File: src/rtl/can_mode_pkg.sv
package can_mode_pkg;
  typedef struct packed {
    logic wr;
    logic sleep;
    logic init;
  } ctl_wr_t;

  typedef struct packed {
    logic tick;
    logic rec;
  } bit_smp_t;
endpackage

File: src/rtl/can_mode_req.sv
module can_mode_req
  import can_mode_pkg::*;
(
  input  logic     clk,
  input  logic     rst_l,
  input  ctl_wr_t  wr,
  input  bit_smp_t smp,
  input  logic     wupif_clr,
  input  logic     wake_en,
  input  logic     rx_busy,
  input  logic     tx_empty,
  output logic     sleep_q,
  output logic     slpak_q,
  output logic     init_q,
  output logic     initak_q,
  output logic     wupif_q
);
  logic sleep_n, slpak_n, init_n, initak_n, wupif_n;
  logic sleep_en, slpak_en, init_en, initak_en, wupif_en;
  logic wake_hit;

  assign wake_hit = sleep_q & slpak_q & wake_en & smp.tick & ~smp.rec;

  always_comb begin
    sleep_n = sleep_q;
    if (wake_hit) begin
      sleep_n = 1'b0;
    end else if (wr.wr) begin
      if (wr.sleep && !wupif_q) sleep_n = 1'b1;
      else if (!wr.sleep && slpak_q) sleep_n = 1'b0;
    end
    slpak_n = sleep_q & (slpak_q | (~rx_busy & tx_empty));
    init_n = init_q;
    if (wr.wr) begin
      if (wr.init) init_n = 1'b1;
      else if (initak_q) init_n = 1'b0;
    end
    initak_n = init_q;
    wupif_n = wupif_q;
    if (wake_hit) wupif_n = 1'b1;
    else if (wupif_clr) wupif_n = 1'b0;
  end

  assign sleep_en  = sleep_n != sleep_q;
  assign slpak_en  = slpak_n != slpak_q;
  assign init_en   = init_n != init_q;
  assign initak_en = initak_n != initak_q;
  assign wupif_en  = wupif_n != wupif_q;

  always_ff @(posedge clk or negedge rst_l) begin
    if (!rst_l) begin
      sleep_q  <= 1'b0;
      slpak_q  <= 1'b0;
      init_q   <= 1'b0;
      initak_q <= 1'b0;
      wupif_q  <= 1'b0;
    end else begin
      if (sleep_en)  sleep_q  <= sleep_n;
      if (slpak_en)  slpak_q  <= slpak_n;
      if (init_en)   init_q   <= init_n;
      if (initak_en) initak_q <= initak_n;
      if (wupif_en)  wupif_q  <= wupif_n;
    end
  end
endmodule

File: src/rtl/can_mode_resync.sv
module can_mode_resync
  import can_mode_pkg::*;
#(
  parameter int RUN_LEN = 11,
  parameter int RUNS    = 128
) (
  input  logic     clk,
  input  logic     rst_l,
  input  logic     hold,
  input  bit_smp_t smp,
  input  logic     bus_off,
  output logic     sync_q
);
  localparam int RW = $clog2(RUN_LEN + 1);
  localparam int NW = $clog2(RUNS + 1);
  localparam logic [RW-1:0] RUN_LAST  = RW'(RUN_LEN - 1);
  localparam logic [NW-1:0] RUNS_LAST = NW'(RUNS - 1);

  logic [RW-1:0] run_q, run_n;
  logic [NW-1:0] runs_q, runs_n;
  logic          sync_n;
  logic          cnt_en;

  always_comb begin
    run_n  = run_q;
    runs_n = runs_q;
    sync_n = sync_q;
    if (hold) begin
      run_n  = '0;
      runs_n = '0;
      sync_n = 1'b0;
    end else if (smp.tick && !sync_q) begin
      if (!smp.rec) begin
        run_n = '0;
      end else if (run_q == RUN_LAST) begin
        run_n = '0;
        if (!bus_off) begin
          sync_n = 1'b1;
          runs_n = '0;
        end else if (runs_q == RUNS_LAST) begin
          sync_n = 1'b1;
          runs_n = '0;
        end else begin
          runs_n = runs_q + 1'b1;
        end
      end else begin
        run_n = run_q + 1'b1;
      end
    end
  end

  assign cnt_en = hold | (smp.tick & ~sync_q);

  always_ff @(posedge clk or negedge rst_l) begin
    if (!rst_l) begin
      run_q  <= '0;
      runs_q <= '0;
      sync_q <= 1'b0;
    end else if (cnt_en) begin
      run_q  <= run_n;
      runs_q <= runs_n;
      sync_q <= sync_n;
    end
  end
endmodule

File: src/rtl/can_mode_outs.sv
module can_mode_outs
  import can_mode_pkg::*;
(
  input  ctl_wr_t wr,
  input  logic    init_q,
  input  logic    initak_q,
  input  logic    cpu_wait_off,
  input  logic    cpu_stop,
  output logic    cfg_wr_en,
  output logic    stat_srst,
  output logic    tx_force_rec
);
  logic init_now;

  assign init_now     = wr.wr & wr.init;
  assign cfg_wr_en    = init_q & initak_q;
  assign stat_srst    = init_q | initak_q;
  assign tx_force_rec = init_now | init_q | initak_q | cpu_wait_off | cpu_stop;
endmodule

File: src/rtl/can_mode_ctrl.sv
module can_mode_ctrl
  import can_mode_pkg::*;
#(
  parameter int RUN_LEN = 11,
  parameter int RUNS    = 128,
  parameter int RST_STG = 2
) (
  input  logic clk,
  input  logic rst_n,
  input  logic ctl_wr,
  input  logic ctl_wr_sleep,
  input  logic ctl_wr_init,
  input  logic wupif_clr,
  input  logic wake_en,
  input  logic bit_tick,
  input  logic rx_lvl,
  input  logic rx_busy,
  input  logic tx_empty,
  input  logic bus_off,
  input  logic cpu_wait_off,
  input  logic cpu_stop,
  output logic sleep_req,
  output logic sleep_ack,
  output logic init_req,
  output logic init_ack,
  output logic wupif,
  output logic cfg_wr_en,
  output logic stat_srst,
  output logic bus_sync,
  output logic tx_force_rec
);
  logic [RST_STG-1:0] rst_sh_q;
  logic               rst_l;
  ctl_wr_t            wr;
  bit_smp_t           smp;

  always_ff @(posedge clk or negedge rst_n) begin
    if (!rst_n) rst_sh_q <= '0;
    else        rst_sh_q <= {rst_sh_q[RST_STG-2:0], 1'b1};
  end
  assign rst_l = rst_sh_q[RST_STG-1];

  assign wr  = '{wr: ctl_wr, sleep: ctl_wr_sleep, init: ctl_wr_init};
  assign smp = '{tick: bit_tick, rec: rx_lvl};

  can_mode_req u_req (
    .clk      (clk),
    .rst_l    (rst_l),
    .wr       (wr),
    .smp      (smp),
    .wupif_clr(wupif_clr),
    .wake_en  (wake_en),
    .rx_busy  (rx_busy),
    .tx_empty (tx_empty),
    .sleep_q  (sleep_req),
    .slpak_q  (sleep_ack),
    .init_q   (init_req),
    .initak_q (init_ack),
    .wupif_q  (wupif)
  );

  can_mode_resync #(.RUN_LEN(RUN_LEN), .RUNS(RUNS)) u_resync (
    .clk    (clk),
    .rst_l  (rst_l),
    .hold   (stat_srst),
    .smp    (smp),
    .bus_off(bus_off),
    .sync_q (bus_sync)
  );

  can_mode_outs u_outs (
    .wr          (wr),
    .init_q      (init_req),
    .initak_q    (init_ack),
    .cpu_wait_off(cpu_wait_off),
    .cpu_stop    (cpu_stop),
    .cfg_wr_en   (cfg_wr_en),
    .stat_srst   (stat_srst),
    .tx_force_rec(tx_force_rec)
  );
endmodule


File: config.mk
export PLATFORM = sky130hd
export DESIGN_NAME = can_mode_ctrl
export DESIGN_NICKNAME = d
export VERILOG_FILES = /design/src/rtl/can_mode_pkg.sv /design/src/rtl/can_mode_req.sv /design/src/rtl/can_mode_resync.sv /design/src/rtl/can_mode_outs.sv /design/src/rtl/can_mode_ctrl.sv
export SDC_FILE = /design/constraint.sdc
export NUM_CORES = 1
export LEC_CHECK = 0
export BUFFER_PORTS_ARGS = -buffer_cell sky130_fd_sc_hd__buf_4
export CORE_ASPECT_RATIO = 0.75
export CORE_MARGIN = 1.5
export CORE_UTILIZATION = 40
export CTS_CLUSTER_SIZE = 25
export DETAILED_ROUTE_END_ITERATION = 10
export SLEW_MARGIN = 20
export SYNTH_ARGS = -nofsm -noshare
export SYNTH_HDL_FRONTEND = slang
export SYNTH_SLANG_ARGS = --single-unit
File: constraint.sdc
create_clock -name clk -period 1.2 [get_ports clk]
set_input_delay 0.24 -clock clk [delete_from_list [all_inputs] [get_ports clk]]
set_output_delay 0.24 -clock clk [all_outputs]
set_load 0.01 [all_outputs]
==> metrics.txt, run 1 <==
drt initial violations 37; pin count of the biggest net entering global routing 19; Worst-Skew Late Latency 310 ps; fin cells 214; Clock Sinks 20; GRT Residual Overflow 0; Ant. Diodes 0; M2 GR Usage 0.426; Detail Route Antenna Nets 0; H-tree depth 1; sequential fraction of the synthesis area 0.467; global-route wire length before repair 4930 um; failing checks negative setup slack; drt first pass iters 4; Avg Inst Size Synth 9.65 um2; final worst-path cycle share 1.34; Peak Freq 0.622 GHz; status complete, but fails checks; GR met1 Demand/Resource 0.273; Die W 62.8 um; Cells after DPL 199; DRC viols 0; vias in the first global route 1057; GPL Wtd Cong 0.846; GR Util All Layers 0.222; Top-Level Pins 23; final hold violations 0; CTS clk-pin slew, worst paths 110 ps; Synthesis Warnings 0; Worst EP required 1440 ps; max-slew violations 0; initial antenna violation count 0; fraction of the mapped netlist area in adder cells 0.0701; clock root cell clkbuf_4; clk_skew 11.7 ps; Mapped Cells 111; Yosys cell types 37; fin crit period 1610 ps; Simple-Gate Fraction of Synth Area 0.256; mux share of post-synthesis cell area 0.00935; drt total wl 3150 um; standard-cell rows 16; Worst IR Drop VDD 0.000900 V; CP Max Fanout 7; final setup violation count 19; Fillers 195; Yosys reg bits 20; DR vias 1110; area delta synth->final 69.5%; cell taking the most area after synthesis dfrtp_1; Critical Path AT 1850 ps; XOR/XNOR share of the synthesized area 0; Die Area 0.00300 mm2; Max Cap Viol 0; CP endpoint kind register; CTS tree built; main combinational cell family by area after synthesis simple AND/OR/NAND/NOR gates; CP Class reg2reg; Startpoint Class register; Die Y-Extent 47.8 um; GR Util met3 0.0424; Pwr Density 1160 mW/mm2; setup ws final -408 ps; compound-cell area share of the yosys netlist 0.164; most used routing layer met2; top post-synthesis cells by area dfrtp_1 (47%), ha_1 (7.0%), o21ai_0 (4.7%); drt wl/cell 14.7 um; hpwl dp 2080 um; Hold Crit Class in2reg; Setup WS pre-CTS -528 ps; share of cells above drive strength 1 0.528; vias per inst 5.19; syn_nets 131; RSZ-0062 raised after global routing yes; Yosys top cell area share 0.467; initial core utilization 0.415; Core Area 0.00258 mm2; P_leak 0.837 nW; Cell Area, Synth 0.00107 mm2; IO Port Bufs 22; final net count 199; CTS buffer count 3; maximum clock insertion buffer count 2
-- final timing paths --
check / endpoint / start / slack [ps] / cells after the start
worst max-delay path: u_resync.runs_q[3] / u_resync.run_q[0] / -410 / 6
worst min-delay path: u_req.wupif_q / wupif_clr / 100 / 2
worst max register to register: u_resync.runs_q[3] / u_resync.run_q[0] / -410 / 6
worst min register to register: u_resync.runs_q[2] / rst_sh_q[1] / 200 / 1
max in group asynchronous: u_req.init_q / rst_sh_q[1] / 780 / 1
min in group asynchronous: u_resync.runs_q[2] / rst_sh_q[1] / 200 / 1
-- layout by cell type (no fill, tap or decap), types with 4 or more instances in the layout --
cell type	netlist	layout
buf_4	0	52
nor2b_1	4	4
buf_6	0	12
dfrtp_1	20	19
nand2_1	13	12
a21oi_2	0	4
a21oi_1	8	4
o21ai_0	10	9
-- layout make-up --
type	count	area, um2	area share
flip-flops and latches	20	502	0.276
repair buffers	65	536	0.295
multi-input cells	83	679	0.374
inverters	6	27.5	0.0152
clock buffers	4	26.3	0.0145
well taps	36	45.0	0.0248
-- metal layers --
metal	vias up	share of wire
li1	535	-
met1	538	0.44
met2	35	0.50
met3	2	0.047
met4	0	0.0054
met5	-	0
-- worst max-delay path, stage by stage, from the launching register on --
cell and delay, ps:
dfrtp_1 410, inv_2 80, ha_4 130, nand3b_4 80, nand4bb_4 260, or4_1 430
a21oi_1 150
-- where the power goes --
group          switching [mW]  internal, mW
clock network           0.229         0.130
logic                   0.404         0.517
registers              0.0834         0.743
total                   0.716          1.39
-- cell usage after synthesis (all sizes together) --
cell,n
nand4,3
nand3,6
or2,1
nor2b,4
and2,1
a31o,1
or4,2
clkinv,1
nor3,1
nor2,3
and3,1
o2bb2ai,2
nand2b,1
o21a,2
o31ai,1
a21oi,8
buf,2
or3,1
nor4b,1
nand4b,1
o22ai,2
nand2,13
conb,1
nand4bb,1
a2bb2oi,1
nand3b,2
mux2i,1
o21ai,10
a31oi,1
ha,6
inv,5
dfrtp,20
and4bb,1
a21o,1
nor3b,1
nor4,2
-- what timing repair did --
| item | CTS | global route |
|---|---|---|
| cloned | 0 | 0 |
| setup buffers | 7 | 3 |
| pin swaps | 8 | 1 |
| hold endpoints to repair | 2 | 0 |
| endpoints found under the setup margin | 19 | 20 |
| gates resized for setup | 26 | 5 |
| hold buffers | 1 | 0 |
-- registers in the layout, indices dropped and copies added (netlist names) --
| name | cells |
|---|---|
| rst_sh_q | 2 |
| u_req.slpak_q | 1 |
| u_req.sleep_q | 1 |
| u_resync.run_q | 4 |
| u_resync.runs_q | 8 |
| u_req.init_q | 1 |
| u_req.initak_q | 1 |
| u_req.wupif_q | 1 |
| u_resync.sync_q | 1 |
-- cells by family after synthesis --
logic type,count (synthesis)
and+or+nand+nor,46
AOI/OAI and AO/OA,29
DFF,20
buffers and inverters,8
adders and majority gates,6
muxes,1
other,1
-- stage by stage --
stage	setup TNS (ps)	cell area, um2	hold slack, ps	power (mW)	util
finish	-4870	1820	105	2.11	0.703
global route	-6250	1820	86.1	2.22	0.703
CTS	-4400	1770	95.6	2.10	0.684
detailed placement	-3970	1560	23.2	1.54	0.605
global placement	-3290	1560	22.4	1.52	0.605
floorplan	-1760	1120	-55.6	1.13	-
No activity file was read; power rests on OpenSTA's default activity.
==> run 2: changes to the inputs <==
--- a/config.mk
+++ b/config.mk
@@ -8,9 +8,10 @@
 export BUFFER_PORTS_ARGS = -buffer_cell sky130_fd_sc_hd__buf_4
 export CORE_ASPECT_RATIO = 0.75
 export CORE_MARGIN = 1.5
-export CORE_UTILIZATION = 40
+export CORE_UTILIZATION = 47
 export CTS_CLUSTER_SIZE = 25
 export DETAILED_ROUTE_END_ITERATION = 10
+export PLACE_DENSITY = 0.73
 export SLEW_MARGIN = 20
 export SYNTH_ARGS = -nofsm -noshare
 export SYNTH_HDL_FRONTEND = slang
==> run 2 against run 1 <==
  * The run still ends with negative setup slack left
  * Highest routed layer unchanged
  * Design area increased by 2.3%
  * Critical endpoint is now u_resync.runs_q[5]
  * Largest cell class unchanged
  * First-iteration DRC count increased to 4.0 times the previous value
  * Critical path type unchanged
  * Sequential share of layout area decreased by 0.63 points
  * Die area decreased by 14%
  * Global-route usage increased by 11 points
==> metrics.txt, run 2 (synthesis results as in run 1) <==
final worst-path cycle share 1.38; Die Y-Extent 44.3 um; H-tree depth 1; setup ws final -460 ps; Worst EP required 1440 ps; GRT Residual Overflow 0; failing checks negative setup slack; Setup WS pre-CTS -545 ps; Fillers 81; pin count of the biggest net entering global routing 13; footprint of the multi-input gates 699 um2; CTS tree built; Register Area 502 um2; drt first pass iters 6; most frequent cells in the layout buf_4 (52), dfrtp_1 (19), buf_6 (13), nand2_1 (12), a21oi_2 (6); Top Registers u_resync.runs_q x8, u_resync.run_q x4, rst_sh_q x2; status complete, but fails checks; Ant. Diodes 0; Top-Level Pins 23; maximum clock insertion buffer count 2; share of cells above drive strength 1 0.553; Pwr Density 1310 mW/mm2; Critical Path AT 1900 ps; GR met1 Demand/Resource 0.375; drt total wl 4670 um; CP Class reg2reg; initial core utilization 0.514; IO Port Bufs 22; Clock Sinks 20; standard-cell rows 14; CP endpoint kind register; Worst-Skew Late Latency 320 ps; area delta synth->final 73.5%; GPL Wtd Cong 0.807; DR vias 1358; vias per inst 6.69; Die Area 0.00258 mm2; global-route wire length before repair 6150 um; most used routing layer met2; max-slew violations 0; final hold violations 0; initial antenna violation count 0; commonest non-fill, non-tap cell in the layout buf_4; DRC viols 0; Startpoint Class register; P_leak 0.859 nW; clk_skew 12.4 ps; Detail Route Antenna Nets 0; Worst IR Drop VDD 0.00125 V; Biggest register u_resync.runs_q; Peak Freq 0.602 GHz; CP Max Fanout 6; final setup violation count 20; crit-path cells inv_2, ha_4, nand3b_4, buf_4, and4bb_4, nand3_1, a31oi_1; CTS clk-pin slew, worst paths 130 ps; hpwl dp 2230 um; Hold Crit Class in2reg; Die W 58.1 um; RSZ-0062 raised after global routing yes; drt initial violations 147; vias in the first global route 1260; GR Util All Layers 0.332; Core Area 0.00208 mm2; fin crit period 1660 ps; drt wl/cell 23.0 um; CTS buffer count 3; Finished Core Util 0.891; max FFs per register 8; CP max stage delay 420 ps; GR Util met3 0.0965; final net count 200; M2 GR Usage 0.600; Max Cap Viol 0; Max stage delay cell, worst path and4bb_4; clock root cell clkbuf_4
## run 2: changes by cell type in the layout (fill, tap and decap cells not counted), sizes merged
cell	delta
clkbuf	-1
buf	+1
bufinv	+1
## run 2: stage by stage
stage	total power, mW	instance area [um2]	setup TNS (ps)	hold slack, ps	instances
2_1_floorplan	1.13	1120	-1760	-55.6	111
3_3_place_gp	1.50	1550	-3220	22.4	187
3_5_place_dp	1.53	1550	-4200	25.2	187
4_1_cts	2.33	1810	-4660	93.5	201
5_1_grt	2.53	1860	-7360	91.3	203
6_report	2.44	1860	-6340	122	203
## run 2: per-layer routing
layer,vias up,share of wire
li1,542,-
met1,628,0.36
met2,143,0.47
met3,45,0.098
met4,0,0.075
met5,-,0
## run 2: worst max-delay path: cells and delay by family, from the launching register on
family / cells / cell delay (ps)
and+or+nand+nor: 3 / 630
AOI/OAI and AO/OA: 1 / 170
DFF: 1 / 410
buffers and inverters: 2 / 250
adders and majority gates: 1 / 140
## run 2: timing repair
| item | 4_1_cts | 5_1_grt |
|---|---|---|
| hold buffers | 1 | 0 |
| endpoints found under the setup margin | 19 | 20 |
| resized for setup | 32 | 10 |
| pin swaps | 11 | 4 |
| setup buffers | 9 | 2 |
| hold endpoints to repair | 2 | 0 |
## run 2: final timing paths
path                              startpoint                  to  slack (ps)  cells after the start
min                                   ctl_wr        u_req.init_q         120                      2
min reg2reg                      rst_sh_q[1]  u_resync.runs_q[1]         150                      0
max                        u_resync.run_q[0]  u_resync.runs_q[5]        -460                      7
max in group asynchronous        rst_sh_q[1]   u_resync.run_q[1]         550                      1
min in group asynchronous        rst_sh_q[1]  u_resync.runs_q[1]         150                      0
max reg2reg                u_resync.run_q[0]  u_resync.runs_q[5]        -460                      7
## run 2: cell type report
type,instances,area share
timing repair buffer,66,0.294
clock buffer,3,0.0121
clock inverter,1,0.0162
tap,24,0.0162
inverter,6,0.0148
sequential,20,0.270
multi-input combinational,83,0.376
## run 2: where the power goes
part | switching, mW | internal, mW
Clock | 0.233 | 0.338
Combinational | 0.477 | 0.547
Sequential | 0.101 | 0.743
